## config.mk

```make
export PLATFORM = sky130hd
export DESIGN_NAME = i2c_rxq_top
export DESIGN_NICKNAME = d
export VERILOG_FILES = /design/src/rtl/i2c_rxq_pkg.sv /design/src/rtl/i2c_rxq_fifo.sv /design/src/rtl/i2c_rxq_count.sv /design/src/rtl/i2c_rxq_top.sv
export SDC_FILE = /design/constraint.sdc
export NUM_CORES = 1
export LEC_CHECK = 0
export CORE_AREA = 2 2 129 131
export CTS_BUF_LIST = sky130_fd_sc_hd__clkbuf_4 sky130_fd_sc_hd__clkbuf_8
export DETAILED_ROUTE_END_ITERATION = 8
export DIE_AREA = 0 0 131 133
export DONT_BUFFER_PORTS = 1
export PLACE_DENSITY_LB_ADDON = 0.2
export REMOVE_ABC_BUFFERS = 1
export SLEW_MARGIN = 15
export SYNTH_ARGS = -nofsm -noshare
export SYNTH_HDL_FRONTEND = slang
export SYNTH_HIERARCHICAL = 1
export SYNTH_SLANG_ARGS = --single-unit
```

## constraint.sdc

```tcl
create_clock -name clk -period 3.6 [get_ports clk]
set_input_delay 0.72 -clock clk [delete_from_list [all_inputs] [get_ports clk]]
set_output_delay 0.72 -clock clk [all_outputs]
set_load 0.01 [all_outputs]
```

## src/rtl/i2c_rxq_pkg.sv

```systemverilog
package i2c_rxq_pkg;

    typedef enum logic [1:0] {
        OP_IDLE = 2'b00,
        OP_POP  = 2'b01,
        OP_PUSH = 2'b10,
        OP_BOTH = 2'b11
    } fifo_op_e;

endpackage

```

## src/rtl/i2c_rxq_fifo.sv

```systemverilog
module i2c_rxq_fifo
    import i2c_rxq_pkg::*;
#(
    parameter int DEPTH = 16,
    parameter int DW    = 8,
    parameter int GAP   = 2
) (
    input  logic                         clk,
    input  logic                         rst_n,
    input  logic                         push_i,
    input  logic [DW-1:0]                data_i,
    input  logic                         pop_i,
    input  logic                         clr_i,
    output logic [$clog2(DEPTH+1)-1:0]   level_o,
    output logic [DW-1:0]                rd_data_o,
    output logic                         accept_o,
    output logic                         full_o,
    output logic                         ovf_o,
    output logic                         unf_o,
    output logic                         thr_o
);
    localparam int AW = $clog2(DEPTH);
    localparam int LW = $clog2(DEPTH + 1);
    localparam logic [LW-1:0] FULL_LVL = LW'(DEPTH);
    localparam logic [LW-1:0] THR_LVL  = LW'(DEPTH - GAP);

    typedef struct packed {
        logic [AW-1:0] wr;
        logic [AW-1:0] rd;
        logic [LW-1:0] lvl;
        logic [DW-1:0] dout;
        logic          ovf;
        logic          unf;
        logic          thr;
    } fifo_st_t;

    fifo_st_t    st_d, st_q;
    logic [DW-1:0] mem_d [DEPTH];
    logic [DW-1:0] mem_q [DEPTH];
    logic        full, empty, pop_ok, push_ok;
    fifo_op_e    op;

    function automatic logic [AW-1:0] ptr_next(input logic [AW-1:0] p);
        return (p == AW'(DEPTH - 1)) ? '0 : p + 1'b1;
    endfunction

    always_comb begin
        st_d    = st_q;
        mem_d   = mem_q;
        st_d.ovf = 1'b0;
        st_d.unf = 1'b0;
        st_d.thr = 1'b0;
        full    = (st_q.lvl == FULL_LVL);
        empty   = (st_q.lvl == '0);
        pop_ok  = pop_i & ~empty & ~clr_i;
        push_ok = push_i & ~clr_i & (~full | pop_ok);
        op      = fifo_op_e'({push_ok, pop_ok});
        if (clr_i) begin
            st_d.wr  = '0;
            st_d.rd  = '0;
            st_d.lvl = '0;
        end else begin
            st_d.unf = pop_i & empty;
            st_d.ovf = push_i & ~push_ok;
            if (push_ok) begin
                mem_d[st_q.wr] = data_i;
                st_d.wr        = ptr_next(st_q.wr);
            end
            if (pop_ok) begin
                st_d.dout = mem_q[st_q.rd];
                st_d.rd   = ptr_next(st_q.rd);
            end
            case (op)
                OP_PUSH: st_d.lvl = st_q.lvl + 1'b1;
                OP_POP:  st_d.lvl = st_q.lvl - 1'b1;
                default: st_d.lvl = st_q.lvl;
            endcase
            st_d.thr = (st_d.lvl == THR_LVL) && (st_q.lvl != THR_LVL);
        end
    end

    always_ff @(posedge clk or negedge rst_n) begin
        if (!rst_n) st_q <= '0;
        else        st_q <= st_d;
    end

    always_ff @(posedge clk) begin
        mem_q <= mem_d;
    end

    assign level_o   = st_q.lvl;
    assign rd_data_o = st_q.dout;
    assign accept_o  = push_ok;
    assign full_o    = full;
    assign ovf_o     = st_q.ovf;
    assign unf_o     = st_q.unf;
    assign thr_o     = st_q.thr;

    AST_OVF_KEEPS_LEVEL: assert property (@(posedge clk) disable iff (!rst_n)
        (push_i && full_o && !pop_i && !clr_i) |=> (level_o == FULL_LVL && ovf_o));
    AST_UNF_KEEPS_DATA: assert property (@(posedge clk) disable iff (!rst_n)
        (pop_i && level_o == '0 && !clr_i) |=> ($stable(rd_data_o) && unf_o));
    AST_CLEAR_EMPTIES: assert property (@(posedge clk) disable iff (!rst_n)
        clr_i |=> (level_o == '0 && !ovf_o && !unf_o));
    AST_THRESH_LEVEL: assert property (@(posedge clk) disable iff (!rst_n)
        thr_o |-> (level_o == THR_LVL));
    AST_FULL_BOTH: assert property (@(posedge clk) disable iff (!rst_n)
        (full_o && push_i && pop_i && !clr_i) |=> (level_o == FULL_LVL && !ovf_o));

endmodule

```

## src/rtl/i2c_rxq_count.sv

```systemverilog
module i2c_rxq_count #(
    parameter int CW = 8
) (
    input  logic          clk,
    input  logic          rst_n,
    input  logic          load_i,
    input  logic [CW-1:0] load_val_i,
    input  logic          dec_i,
    output logic [CW-1:0] count_o,
    output logic          done_o
);
    typedef struct packed {
        logic [CW-1:0] cnt;
        logic          done;
    } cnt_st_t;

    cnt_st_t st_d, st_q;

    always_comb begin
        st_d      = st_q;
        st_d.done = 1'b0;
        if (load_i) begin
            st_d.cnt = load_val_i;
        end else if (dec_i && st_q.cnt != '0) begin
            st_d.cnt  = st_q.cnt - 1'b1;
            st_d.done = (st_q.cnt == CW'(1));
        end
    end

    always_ff @(posedge clk or negedge rst_n) begin
        if (!rst_n) st_q <= '0;
        else        st_q <= st_d;
    end

    assign count_o = st_q.cnt;
    assign done_o  = st_q.done;

    AST_DONE_AT_ZERO: assert property (@(posedge clk) disable iff (!rst_n)
        done_o |-> (count_o == '0));
    AST_SATURATE: assert property (@(posedge clk) disable iff (!rst_n)
        (count_o == '0 && dec_i && !load_i) |=> (count_o == '0 && !done_o));
    AST_LOAD_WINS: assert property (@(posedge clk) disable iff (!rst_n)
        load_i |=> (count_o == $past(load_val_i)));

endmodule

```

## src/rtl/i2c_rxq_top.sv

```systemverilog
module i2c_rxq_top #(
    parameter int DEPTH = 16,
    parameter int DW    = 8,
    parameter int GAP   = 2,
    parameter int CW    = 8
) (
    input  logic                       clk,
    input  logic                       rst_n,
    input  logic                       byte_valid_i,
    input  logic [DW-1:0]              byte_i,
    input  logic                       host_pop_i,
    output logic [DW-1:0]              rd_data_o,
    input  logic                       fifo_clear_i,
    input  logic                       size_load_i,
    input  logic [CW-1:0]              size_val_i,
    input  logic                       hold_en_i,
    output logic [$clog2(DEPTH+1)-1:0] level_o,
    output logic                       data_avail_o,
    output logic [CW-1:0]              xfer_left_o,
    output logic                       thresh_evt_o,
    output logic                       done_evt_o,
    output logic                       ovf_evt_o,
    output logic                       unf_evt_o,
    output logic                       stall_o,
    output logic                       stop_ok_o
);
    logic accept_w;
    logic full_w;

    i2c_rxq_fifo #(.DEPTH(DEPTH), .DW(DW), .GAP(GAP)) u_fifo (
        .clk       (clk),
        .rst_n     (rst_n),
        .push_i    (byte_valid_i),
        .data_i    (byte_i),
        .pop_i     (host_pop_i),
        .clr_i     (fifo_clear_i),
        .level_o   (level_o),
        .rd_data_o (rd_data_o),
        .accept_o  (accept_w),
        .full_o    (full_w),
        .ovf_o     (ovf_evt_o),
        .unf_o     (unf_evt_o),
        .thr_o     (thresh_evt_o)
    );

    i2c_rxq_count #(.CW(CW)) u_count (
        .clk        (clk),
        .rst_n      (rst_n),
        .load_i     (size_load_i),
        .load_val_i (size_val_i),
        .dec_i      (accept_w),
        .count_o    (xfer_left_o),
        .done_o     (done_evt_o)
    );

    assign data_avail_o = (level_o != '0);
    assign stall_o      = hold_en_i & full_w;
    assign stop_ok_o    = (xfer_left_o == '0) & ~hold_en_i;

    AST_STALL_RELEASE: assert property (@(posedge clk) disable iff (!rst_n)
        (stall_o && host_pop_i && !byte_valid_i && !fifo_clear_i) |=> !stall_o);
    AST_DROP_NO_COUNT: assert property (@(posedge clk) disable iff (!rst_n)
        (full_w && byte_valid_i && !host_pop_i && !size_load_i) |=> $stable(xfer_left_o));

endmodule

```

==> results.yml <==
grt:
  grt_overflow: 0
  groute.usage.overall_pct: 17.23
  first_global_vias: 3690
  grt_start_max_net_pins: 38
  initial_antenna_violation_count: 0
  grt_first_pass_wirelength_um: 21760
logic_synthesis:
  synthesis.instances: 427
  yosys_register_bits: 161
  synth_enable_flop_cells: 128
  synthMostInstantiatedCell: "sky130_fd_sc_hd__edfxtp_1"
  synth_top_cells_by_count: "sky130_fd_sc_hd__edfxtp_1, sky130_fd_sc_hd__dfrtp_1, sky130_fd_sc_hd__mux4_2"
  synth.lib_cells_used.distinct: 61
  netlist.top_cell.by_area: "sky130_fd_sc_hd__edfxtp_1"
  mapped_area_sq_um: 7074
  post_synth_main_area_contributors: "sky130_fd_sc_hd__edfxtp_1, sky130_fd_sc_hd__dfrtp_1, sky130_fd_sc_hd__mux4_2"
  postSynthAreaPerCell_sq_um: 16.57
  ys_warn_count: 6
  synth_sequential_area_ratio_pct: 66.01
  synth_flop_cell: "sky130_fd_sc_hd__edfxtp_1"
  share_of_the_synthesized_area_in_the_top_cell_type_pct: 54.33
  async_flop_share_pct: 20.50
placed_design:
  place_inst: 630
  number_of_port_buffers: 0
  hpwl_um: 8702
  gp_congestion: 0.7844
cells_and_area:
  antenna_cells: 0
  syn_to_final_growth_pct: 7.924
  final_net_count: 465
  final-instance-count-excl-fill: 663
  post_route_cells_drive_above_1_share_pct: 22.80
cts:
  cts-root-to-sink-buffers: 2
  cts_resized: 0
  ctsRootBufferMaster: "sky130_fd_sc_hd__clkbuf_8"
  worst_skew_pair.late_latency_ns: 0.46
  clkTransAtPathRegs_ns: 0.09
  cts_inserted_buffers: 17
  tritoncts: "yes"
  cts.htree.levels: 4
  tritoncts_sink_count: 161
timing:
  finalMaxSlewViolations: 0
  rsz0062_at_grt: "no"
  setup_viol_count_final: 0
  setup_tns_ns: 0
  slew_of_the_pin_with_the_lowest_slew_margin_ns: 0.9110
  clock_skew_ns: 0.01321
  finalHoldViolations: 0
  timing.final.crit_share_pct: 87.66
  hold-worst-slack_ns: 0.08827
  slew-limit-headroom_pct: 39.05
  max_clock_freq_mhz: 316.9
  period_minus_slack_ns: 3.156
route:
  drc: 0
  avgViaCountPerCell: 5.532
  route.antenna.remaining_nets: 0
  detailroute.via_count: 3668
  routed_wl_um: 13860
  drt_pass_1_iters: 4
  drt-initial-drc-count: 225
  wl_per_cell_um: 20.90
setup_path:
  start_kind: "flop"
  crit_path_start: "u_fifo/level_o[1]"
  worstReg2RegStart: "u_fifo/level_o[1]"
  critical_path_required_time_ns: 3.95
  largest_fanout_of_any_net_on_the_critical_path: 8
  critical_path_sink_type: "flop"
  critical_path_class: "flop to flop"
  timing.critical_path.arrival_ns: 3.50
status:
  outcome: "completed"
pwr:
  power.ir.vdd_worst_mv: 0.2325
  cellPowerDensity_nw_per_um2: 496.5
  fin_total_pwr_w: 0.003791
  total_leakage_power_nw: 2.527
floorplan:
  core-area_sq_um: 16170
  initial_utilization_pct: 43.74
  dieArea_sq_um: 17420
  io_pins: 51
  row_count: 47
  floorplan.die.height_um: 133
  die_span_in_x_um: 131
job:
  cap_violations: 0
worst_hold_path:
  worst_min_delay_path_class: "input port to async pin"
## worst paths after layout
path	to	slack, ns	cells after the start
max in group asynchronous	u_fifo/st_q[16]	3.32	1
worst max register to register	u_fifo/thr_o	0.44	11
worst max-delay path	u_fifo/thr_o	0.44	11
worst min-delay path	u_fifo/level_o[1]	0.09	1
min in group clk	u_fifo/level_o[2]	0.31	1
worst min register to register	u_fifo/rd_data_o[3]	0.60	2
## sequential cells by signal, summed over array words and instances (netlist names)
register          count
u_fifo/mem_q        128
u_count/count_o       8
u_fifo/rd_data_o      8
u_fifo/st_q           8
u_fifo/level_o        5
u_count/done_o        1
u_fifo/ovf_o          1
u_fifo/thr_o          1
u_fifo/unf_o          1
## critical path, stage by stage (launching register included)
cell,delay (ns)
sky130_fd_sc_hd__dfrtp_1,0.51
sky130_fd_sc_hd__nor4_4,0.40
sky130_fd_sc_hd__nand3b_2,0.17
sky130_fd_sc_hd__and3b_1,0.22
sky130_fd_sc_hd__inv_1,0.06
sky130_fd_sc_hd__ha_1,0.32
sky130_fd_sc_hd__ha_1,0.32
sky130_fd_sc_hd__nor2b_1,0.17
sky130_fd_sc_hd__o21a_1,0.21
sky130_fd_sc_hd__or4_1,0.50
sky130_fd_sc_hd__nand3_1,0.12
sky130_fd_sc_hd__nor4_1,0.06
## final cells by class
class | instances | area [sq um]
clock inverters | 15 | 141.4
well taps | 220 | 275.3
clock buffers | 17 | 234.0
fillers | 1417 | 8537
flip-flops and latches | 161 | 4671
repair buffers | 18 | 147.6
multi-input cells | 220 | 2116
inverters | 12 | 50.05
## through the flow
stage                     instance area [sq um]  worst slack (ns)  util [%]
final                                      7635            0.4442     47.21
after global routing                       7635            0.2022     47.21
after CTS                                  7635            0.4447     47.21
after detailed placement                   7239            0.4554     44.77
after global placement                     7239            0.5464     44.77
after floorplan                            6835            0.5832         -
## logic make-up (layout without fill, tap and decap cells)
kind of cell | count (synthesis) | after routing | synth area share (%)
multiplexers | 49 | 49 | 12.70
adder cells (fa/ha/maj) | 12 | 12 | 2.228
AO/OA/AOI/OAI | 51 | 51 | 5.890
XOR/XNOR | 3 | 3 | 0.3715
AND/OR/NAND/NOR | 105 | 105 | 8.720
buffers and inverters | 46 | 62 | 4.086
flip-flops | 161 | 161 | 66.01
## per-layer routing
metal / wire length (um) / global-route usage (%) / part of all wire (%)
met1: 6367 / 23.87 / 46
met2: 6819 / 26.60 / 49
met3: 392 / 3.882 / 2.8
met4: 279 / 6.619 / 2.0
met5: 0 / 0 / 0
## power breakdown
part | internal, W | total [W] | switching, W
Clock | 0.000513 | 0.00125 | 0.000734
Combinational | 0.000171 | 0.000352 | 0.000182
Sequential | 0.00208 | 0.00219 | 0.000113
Total | 0.00276 | 0.00379 | 0.00103
## what timing repair did
item / in CTS / in global routing
endpoints found under the hold margin: 33 / 0
setup buffers: 0 / 0
setup endpoints to repair: 0 / 0
hold buffers: 1 / 0
## placed cells by master (no fill, tap or decap), types with 8 or more instances in the layout
master / Yosys / final
sky130_fd_sc_hd__nor2_1: 24 / 24
sky130_fd_sc_hd__nand2_1: 20 / 20
sky130_fd_sc_hd__dfrtp_1: 33 / 32
sky130_fd_sc_hd__inv_1: 11 / 11
sky130_fd_sc_hd__a21oi_1: 14 / 14
sky130_fd_sc_hd__ha_1: 11 / 11
sky130_fd_sc_hd__o221ai_2: 8 / 8
sky130_fd_sc_hd__edfxtp_1: 128 / 128
sky130_fd_sc_hd__mux4_2: 30 / 30
sky130_fd_sc_hd__mux2i_1: 17 / 17
sky130_fd_sc_hd__clkbuf_8: 0 / 17
sky130_fd_sc_hd__buf_4: 13 / 17
sky130_fd_sc_hd__nor3_1: 8 / 8
Power figures use the tool's default switching activity.
